--- config.mk ---
export PLATFORM = sky130hd
export DESIGN_NAME = cmp_vector_unit
export DESIGN_NICKNAME = d
export VERILOG_FILES = /design/src/rtl/cmpv_pkg.sv /design/src/rtl/cmpv_int_rel.sv /design/src/rtl/cmpv_fp_class.sv /design/src/rtl/cmpv_fp_rel.sv /design/src/rtl/cmp_vector_unit.sv
export SDC_FILE = /design/constraint.sdc
export NUM_CORES = 1
export LEC_CHECK = 0
export BUFFER_PORTS_ARGS = -buffer_cell sky130_fd_sc_hd__buf_2
export CAP_MARGIN = 5
export CORE_MARGIN = 5
export CORE_UTILIZATION = 36
export DETAILED_ROUTE_END_ITERATION = 12
export GPL_ROUTABILITY_DRIVEN = 0
export HOLD_SLACK_MARGIN = 0.12
export PLACE_DENSITY = 0.62
export SKIP_CTS_REPAIR_TIMING = 1
export SLEW_MARGIN = 0
export SYNTH_ARGS = -nofsm -noshare
export SYNTH_HDL_FRONTEND = slang
export SYNTH_HIERARCHICAL = 1
export SYNTH_SLANG_ARGS = --single-unit
export TNS_END_PERCENT = 100
--- constraint.sdc ---
create_clock -name clk -period 3.9 [get_ports clk]
set_clock_uncertainty 0.2 [all_clocks]
set_input_delay 0.39 -clock clk [delete_from_list [all_inputs] [get_ports clk]]
set_output_delay 0.39 -clock clk [all_outputs]
set_load 0.02 [all_outputs]
--- src/rtl/cmpv_pkg.sv ---
package cmpv_pkg;

    localparam int RES_W = 22;

    localparam int B_EQ    = 0;
    localparam int B_NE    = 1;
    localparam int B_LT    = 2;
    localparam int B_LE    = 3;
    localparam int B_GT    = 4;
    localparam int B_GE    = 5;
    localparam int B_ULT   = 6;
    localparam int B_ULE   = 7;
    localparam int B_UGT   = 8;
    localparam int B_UGE   = 9;
    localparam int B_RNG   = 10;
    localparam int B_UNORD = 11;
    localparam int B_CLS   = 12;
    localparam int N_CLS   = 10;

    // class index order inside the class field
    typedef enum logic [3:0] {
        CL_NINF  = 4'd0,
        CL_NNORM = 4'd1,
        CL_NDEN  = 4'd2,
        CL_NZERO = 4'd3,
        CL_PZERO = 4'd4,
        CL_PDEN  = 4'd5,
        CL_PNORM = 4'd6,
        CL_PINF  = 4'd7,
        CL_SNAN  = 4'd8,
        CL_QNAN  = 4'd9
    } cmpv_cls_e;

    typedef struct packed {
        logic             vld;
        logic [RES_W-1:0] vec;
    } cmpv_state_t;

endpackage

--- src/rtl/cmpv_int_rel.sv ---
module cmpv_int_rel #(
    parameter int DATA_W = 64
) (
    input  logic [DATA_W-1:0] a,
    input  logic [DATA_W-1:0] b,
    output logic              eq,
    output logic              slt,
    output logic              ult,
    output logic              a_pos
);
    always_comb begin
        eq    = (a == b);
        slt   = ($signed(a) < $signed(b));
        ult   = (a < b);
        a_pos = !a[DATA_W-1] && (a != '0);
    end
endmodule

--- src/rtl/cmpv_fp_class.sv ---
module cmpv_fp_class
    import cmpv_pkg::*;
#(
    parameter int EXP_W  = 11,
    parameter int FRAC_W = 52,
    localparam int DATA_W = 1 + EXP_W + FRAC_W
) (
    input  logic [DATA_W-1:0] x,
    output logic [N_CLS-1:0]  cls,
    output logic              is_nan,
    output logic              is_zero
);
    logic              sgn;
    logic [EXP_W-1:0]  ex;
    logic [FRAC_W-1:0] fr;
    cmpv_cls_e         sel;

    always_comb begin
        sgn     = x[DATA_W-1];
        ex      = x[DATA_W-2 -: EXP_W];
        fr      = x[FRAC_W-1:0];
        is_nan  = 1'b0;
        is_zero = 1'b0;
        if (&ex) begin
            if (fr == '0) begin
                sel = sgn ? CL_NINF : CL_PINF;
            end else begin
                is_nan = 1'b1;
                sel    = fr[FRAC_W-1] ? CL_QNAN : CL_SNAN;
            end
        end else if (ex == '0) begin
            if (fr == '0) begin
                is_zero = 1'b1;
                sel     = sgn ? CL_NZERO : CL_PZERO;
            end else begin
                sel = sgn ? CL_NDEN : CL_PDEN;
            end
        end else begin
            sel = sgn ? CL_NNORM : CL_PNORM;
        end
    end

    genvar gi;
    generate
        for (gi = 0; gi < N_CLS; gi++) begin : g_dec
            assign cls[gi] = (sel == cmpv_cls_e'(gi));
        end
    endgenerate
endmodule

--- src/rtl/cmpv_fp_rel.sv ---
module cmpv_fp_rel #(
    parameter int DATA_W = 64
) (
    input  logic [DATA_W-1:0] a,
    input  logic [DATA_W-1:0] b,
    input  logic              a_nan,
    input  logic              b_nan,
    input  logic              a_zero,
    input  logic              b_zero,
    output logic              unord,
    output logic              feq,
    output logic              flt,
    output logic              a_pos
);
    logic [DATA_W-1:0] ka;
    logic [DATA_W-1:0] kb;

    // map sign-magnitude onto an unsigned order
    always_comb begin
        ka    = a[DATA_W-1] ? ~a : {1'b1, a[DATA_W-2:0]};
        kb    = b[DATA_W-1] ? ~b : {1'b1, b[DATA_W-2:0]};
        unord = a_nan || b_nan;
        if (unord) begin
            feq = 1'b0;
            flt = 1'b0;
        end else if (a_zero && b_zero) begin
            feq = 1'b1;
            flt = 1'b0;
        end else begin
            feq = (ka == kb);
            flt = (ka < kb);
        end
        a_pos = !a_nan && !a_zero && !a[DATA_W-1];
    end
endmodule

--- src/rtl/cmp_vector_unit.sv ---
module cmp_vector_unit
    import cmpv_pkg::*;
#(
    parameter int EXP_W  = 11,
    parameter int FRAC_W = 52,
    localparam int DATA_W = 1 + EXP_W + FRAC_W
) (
    input  logic              clk,
    input  logic              rst_n,
    input  logic              in_vld,
    input  logic              in_fp,
    input  logic [DATA_W-1:0] op_a,
    input  logic [DATA_W-1:0] op_b,
    output logic              out_vld,
    output logic [RES_W-1:0]  out_vec
);
    logic             i_eq, i_slt, i_ult, i_apos;
    logic [N_CLS-1:0] a_cls;
    logic [N_CLS-1:0] b_cls_unused;
    logic             a_nan, a_zero, b_nan, b_zero;
    logic             f_unord, f_eq, f_lt, f_apos;
    cmpv_state_t      st_d, st_q;

    cmpv_int_rel #(.DATA_W(DATA_W)) u_int (
        .a(op_a), .b(op_b), .eq(i_eq), .slt(i_slt), .ult(i_ult), .a_pos(i_apos)
    );

    cmpv_fp_class #(.EXP_W(EXP_W), .FRAC_W(FRAC_W)) u_cls_a (
        .x(op_a), .cls(a_cls), .is_nan(a_nan), .is_zero(a_zero)
    );

    cmpv_fp_class #(.EXP_W(EXP_W), .FRAC_W(FRAC_W)) u_cls_b (
        .x(op_b), .cls(b_cls_unused), .is_nan(b_nan), .is_zero(b_zero)
    );

    cmpv_fp_rel #(.DATA_W(DATA_W)) u_frel (
        .a(op_a), .b(op_b), .a_nan(a_nan), .b_nan(b_nan),
        .a_zero(a_zero), .b_zero(b_zero),
        .unord(f_unord), .feq(f_eq), .flt(f_lt), .a_pos(f_apos)
    );

    always_comb begin
        st_d     = st_q;
        st_d.vld = in_vld;
        if (in_vld) begin
            st_d.vec = '0;
            if (in_fp) begin
                if (!f_unord) begin
                    st_d.vec[B_EQ]  = f_eq;
                    st_d.vec[B_NE]  = !f_eq;
                    st_d.vec[B_LT]  = f_lt;
                    st_d.vec[B_LE]  = f_lt || f_eq;
                    st_d.vec[B_GT]  = !f_lt && !f_eq;
                    st_d.vec[B_GE]  = !f_lt;
                    st_d.vec[B_RNG] = f_apos && (f_lt || f_eq);
                end
                st_d.vec[B_UNORD]               = f_unord;
                st_d.vec[B_CLS +: N_CLS]        = a_cls;
            end else begin
                st_d.vec[B_EQ]  = i_eq;
                st_d.vec[B_NE]  = !i_eq;
                st_d.vec[B_LT]  = i_slt;
                st_d.vec[B_LE]  = i_slt || i_eq;
                st_d.vec[B_GT]  = !i_slt && !i_eq;
                st_d.vec[B_GE]  = !i_slt;
                st_d.vec[B_ULT] = i_ult;
                st_d.vec[B_ULE] = i_ult || i_eq;
                st_d.vec[B_UGT] = !i_ult && !i_eq;
                st_d.vec[B_UGE] = !i_ult;
                st_d.vec[B_RNG] = i_apos && (i_slt || i_eq);
            end
        end
    end

    always_ff @(posedge clk) begin
        if (!rst_n) begin
            st_q <= '0;
        end else begin
            st_q <= st_d;
        end
    end

    assign out_vld = st_q.vld;
    assign out_vec = st_q.vec;
endmodule

### Word-level counts from Yosys, hierarchy flattened

Cells that the tools add are included.

| word-level totals | value |
|---|---|
| register bits | 23 |
| word-level logic and storage cells | 78 |

| operators by class | value |
|---|---|
| magnitude comparators | 3 |
| equal/unequal tests | 11 |
| multiplexer cells | 31 |
| bitwise gates (word level) | 2 |
| reduce and logical (&&, ||, !) cells | 29 |

Operators with widths:

| kind | number |
|---|---|
| < comparator 64 bit | 3 |
| equality test 64 bit | 2 |
| 2-to-1 mux 64 bit | 2 |
| NOT 64 bit | 2 |
| logical NOT 52 bit | 2 |
| nonzero test 64 bit | 1 |
| logical NOT 11 bit | 2 |
| AND reduction 11 bit | 2 |
| 2-to-1 mux 4 bit | 5 |
| 2-to-1 mux 1 bit | 17 |
| equality test 4 x 3 -> 1 bit (second input constant) | 4 |
| 2-to-1 mux 3 bit | 4 |
| 2-to-1 mux 6 bit | 2 |
| 2-to-1 mux 11 bit | 1 |
| logical AND 1 bit | 9 |
| equality test 4 x 2 -> 1 bit (second input constant) | 2 |
| equality test 4 bit (second input constant) | 2 |
| logical NOT 1 bit | 8 |
| equality test 4 x 1 -> 1 bit (second input constant) | 1 |
| logical NOT 4 bit | 1 |
| logical OR 1 bit | 4 |

### Logic depth before layout (Yosys ltp)

| logic depth | value |
|---|---|
| word-level depth | 11 |
| gate-level depth with buffers | 14 |
| mapped depth without buffers | 13 |

### Modules after synthesis

The synthesis kept the hierarchy.

By module, submodules not included:

| module | times used | cells each | area each (µm²) | sequential area each (µm²) |
|---|---|---|---|---|
| cmpv_fp_rel | 1 | 311 | 2562.5 | 0.0 |
| cmpv_int_rel | 1 | 253 | 1774.2 | 0.0 |
| cmp_vector_unit | 1 | 106 | 984.7 | 460.4 |
| cmpv_fp_class | 2 | 59 | 372.9 | 0.0 |

### Worst setup path before layout

No wires, ideal clock.

| timing path | value |
|---|---|
| path type | input -> register |
| from | in op_b[63] |
| to | reg st_q (netlist bit out_vec[5]) |
| library setup time | 0.070 ns |
| data arrival time | 3.296 ns |
| required time | 3.630 ns |
| slack | 0.334 ns |
| stages on the path | 13 |
| path through | clkbuf_1 -> clkbuf_1 -> xnor2_1 -> ha_1 -> and4_1 -> nand2_1 -> or4_4 -> nor4_4 -> a221oi_1 -> and3_1 -> o21ai_0 -> nand2b_1 -> a21oi_1 |

| on the way | value |
|---|---|
| longest elaborated chain between the ends | 8 |

Ends and longest elaborated chain:

| what | line | RTL |
|---|---|---|
| start, declared | cmp_vector_unit.sv:13 | `input logic [DATA_W-1:0] op_b,` |
| NOT 64 bit | cmpv_fp_rel.sv:21 | `kb = b[DATA_W-1] ? ~b : {1'b1, b[DATA_W-2:0]};` |
| 2-to-1 mux 64 bit * | cmpv_fp_rel.sv:21 |  |
| < comparator 64 bit * | cmpv_fp_rel.sv:31 | `flt = (ka < kb);` |
| 2-to-1 mux 1 bit * | cmpv_fp_rel.sv:26 | `end else if (a_zero && b_zero) begin` |
| 2-to-1 mux 1 bit * | cmpv_fp_rel.sv:23 | `if (unord) begin` |
| via f_lt | cmp_vector_unit.sv:21 | `logic f_unord, f_eq, f_lt, f_apos;` |
| logical NOT 1 bit * | cmp_vector_unit.sv:54 | `st_d.vec[B_GE] = !f_lt;` |
| 2-to-1 mux 6 bit * | cmp_vector_unit.sv:48 | `if (!f_unord) begin` |
| 2-to-1 mux 6 bit * | cmp_vector_unit.sv:47 | `if (in_fp) begin` |
| end signal, assigned | cmp_vector_unit.sv:79 | `st_q <= st_d;` |
| end, declared | cmp_vector_unit.sv:22 | `cmpv_state_t st_d, st_q;` |

The timed path passes the listed nets; every way through them passes the cells marked *.
A chain may end at the register's enable or synchronous reset.

### Worst setup path after layout

| timing path | value |
|---|---|
| from | in op_a[33] |
| to | reg st_q (netlist bit out_vec[5]) |

RTL lines:

| what | line | RTL |
|---|---|---|
| start, declared | cmp_vector_unit.sv:12 | `input logic [DATA_W-1:0] op_a,` |
| logical NOT 52 bit | cmpv_fp_class.sv:25 | `if (fr == '0) begin` |
| 2-to-1 mux 1 bit | cmpv_fp_class.sv:25 |  |
| 2-to-1 mux 1 bit | cmpv_fp_class.sv:24 | `if (&ex) begin` |
| via a_nan | cmp_vector_unit.sv:20 | `logic a_nan, a_zero, b_nan, b_zero;` |
| logical OR 1 bit | cmpv_fp_rel.sv:22 | `unord = a_nan \|\| b_nan;` |
| via f_unord | cmp_vector_unit.sv:21 |  |
| 2-to-1 mux 1 bit | cmpv_fp_rel.sv:23 |  |
| via f_lt | cmp_vector_unit.sv:21 |  |
| logical NOT 1 bit | cmp_vector_unit.sv:54 |  |
| 2-to-1 mux 6 bit | cmp_vector_unit.sv:48 |  |
| 2-to-1 mux 6 bit | cmp_vector_unit.sv:47 |  |

The timed path passes the listed nets, and every way through them passes these cells.

==> impl_metrics.tcl <==
set metrics [dict create \
    buffer_ports.inserted 154 \
    status "completed" \
    first_global_vias 5754 \
    clock_slew_at_the_register_clock_pins_of_the_worst_setup_and_hold_paths_ps 60 \
    timing_hold_violations_final 0 \
    cts_root_buf "clkbuf_16" \
    hold_start "out_vec[7]" \
    vias 5878 \
    grt_antenna_before_repair 0 \
    timing.reg2reg.setup_slack_ps 2950 \
    clock_tree.htree_level_count 1 \
    slew_headroom_pct 58.5 \
    timing.critical_path.arrival_ps 3310 \
    i_o_pins 155 \
    fp-row-count 46 \
    setup_repair_after_global_routing_missed_its_margin "false" \
    start_util_pct 36.8 \
    grt_start_max_net_pins 33 \
    ir_drop_mv 0.159 \
    maxSlewViolCount 0 \
    seqCellArea_sq_um 460 \
    core_area_sq_mm 0.0159 \
    max_cap_viol_count 0 \
    holdPathStages 2 \
    clock_tree.buffer_depth 2 \
    hold_ws_ps 303 \
    timing.rr.end "out_vec[14]" \
    minimum_clock_period_after_layout_ps 3390 \
    worst-slew-pin-transition_ps 617 \
    die_x_um 138 \
    clock_sink_count 23 \
    critPathMaxFanout 6 \
    synthesis.nets 1021 \
    grt_pass1_wl_um 29100 \
    wl_um 18500 \
    holdCritPathClass "flop to flop" \
    drive_above_1_share_pct 21.0 \
    setup_viol 0 \
    final.setup.tns_ps 0 \
    area_of_the_multi_input_gates_sq_mm 0.00501 \
    post-route-period-util_pct 87.1 \
    cts_tree "yes" \
    hold_end "out_vec[7]" \
    setup_slack_ps 505 \
    powerDensity_mw_per_mm2 181 \
    remaining_drc_errors 0 \
    crit_path_end_kind "flop" \
    die_h_um 138 \
    antenna_cells 0 \
    grt_util_all_layers_pct 19.1 \
    dpl_worst_slack_ps 239 \
    detailedRoute.firstPassIterationCount 5 \
    detailed_place_hpwl_um 15900 \
    clock_latency_on_the_worst_skew_pair_ps 250 \
    final_antenna_net_count 0 \
    critPathRequiredTime_ps 3820 \
    setup.worst_path.start_class "input pin" \
    final_net_count 1171 \
    total_number_of_yosys_warnings 6 \
    syn_avg_cell_area_sq_um 7.74 \
    drt-wirelength-per-cell_um 16.4 \
    global_route.overflow_total 0 \
    final.fill_count 1679 \
    synth_area_sq_mm 0.00587 \
    syn2layout_area_growth_pct 19.9 \
    netlist_instances 759 \
    floorplan.die_area_sq_mm 0.0190 \
    total_leakage_power_nw 3.41 \
    initialDrtViolationCount 311 \
    via_density 5.23 \
    timing.reg2reg.worst_path_depth 3 \
    criticalPathCategory "input pin to flop" \
    cts-buffers-inserted 3 \
    clock.fmax_mhz 295 \
    timing.rr.start "out_vec[14]" \
]
## layout by cell type, fill, tap and decap left out, types with 5 or more instances in the layout
cell and count:
and2b_1 7, ha_1 130, inv_1 73, nand3_1 20, buf_4 13, nor4_1 47, a211oi_1 6, nand4_1 31
o21ai_1 5, xnor2_1 65, nand2_1 46, xor2_1 63, nor2_1 18, o21ai_0 19, nor2b_1 21, dfxtp_1 23
buf_2 152, o211ai_1 7, a21oi_1 66, nor3_1 23
## routing by layer
metal	vias up	share of wire, %	global-route usage (%)
met5	-	0	0
met4	0	0.99	2.20
met3	11	4.2	2.12
met2	127	45	30.9
met1	2689	50	28.0
li1	3051	-	-
## worst max-delay path, stage by stage
cell and delay [ps]:
buf_2 130, nor4_1 530, nand4_1 140, or4_1 570, nand2_1 140, inv_1 60
or2_1 300, a211oi_1 250, o211ai_1 140, a31oi_1 170, and3_1 260, o21ai_0 100
nand2b_1 80, a21oi_1 60
## registers in the layout (all words and copies together), names as in the netlist
register / count
out_vld: 1
out_vec: 22
## report_power, final
group          switching [mW]  internal (mW)  leakage, nW  total [mW]
clock network          0.0850          0.139       0.0371       0.224
registers             0.00544          0.245        0.188       0.250
logic                   0.453          0.346         3.19       0.800
## layout make-up
| type | count | area share [%] |
|---|---|---|
| clock buffers | 3 | 1.07 |
| clock inverters | 1 | 0.107 |
| inverters | 73 | 3.89 |
| multi-input cells | 639 | 71.2 |
| flip-flops and latches | 23 | 6.54 |
| well taps | 216 | 3.84 |
| repair buffers | 169 | 13.3 |
## worst max-delay path by stage
| stage | startpoint | to | slack [ps] | cells after the start |
|---|---|---|---|---|
| 6_report | op_a[33] | out_vec[5] | 510 | 14 |
| 4_1_cts | op_a[33] | out_vec[5] | 510 | 14 |
| 5_1_grt | op_a[33] | out_vec[5] | 290 | 14 |
| 2_1_floorplan | op_b[63] | out_vec[5] | 330 | 13 |
| 3_3_place_gp | op_a[33] | out_vec[5] | 330 | 14 |
| 3_5_place_dp | op_b[3] | out_vec[5] | 240 | 14 |
## metrics by stage
step           area [sq um]  std cells  utilization, %  power, mW
2_1_floorplan          5870        759               -      0.770
3_3_place_gp           6960       1120            43.6       1.05
3_5_place_dp           6960       1120            43.6       1.05
4_1_cts                7040       1124            44.1       1.27
5_1_grt                7040       1124            44.1       1.40
6_report               7040       1124            44.1       1.27
(Power assumes the default switching activity.)
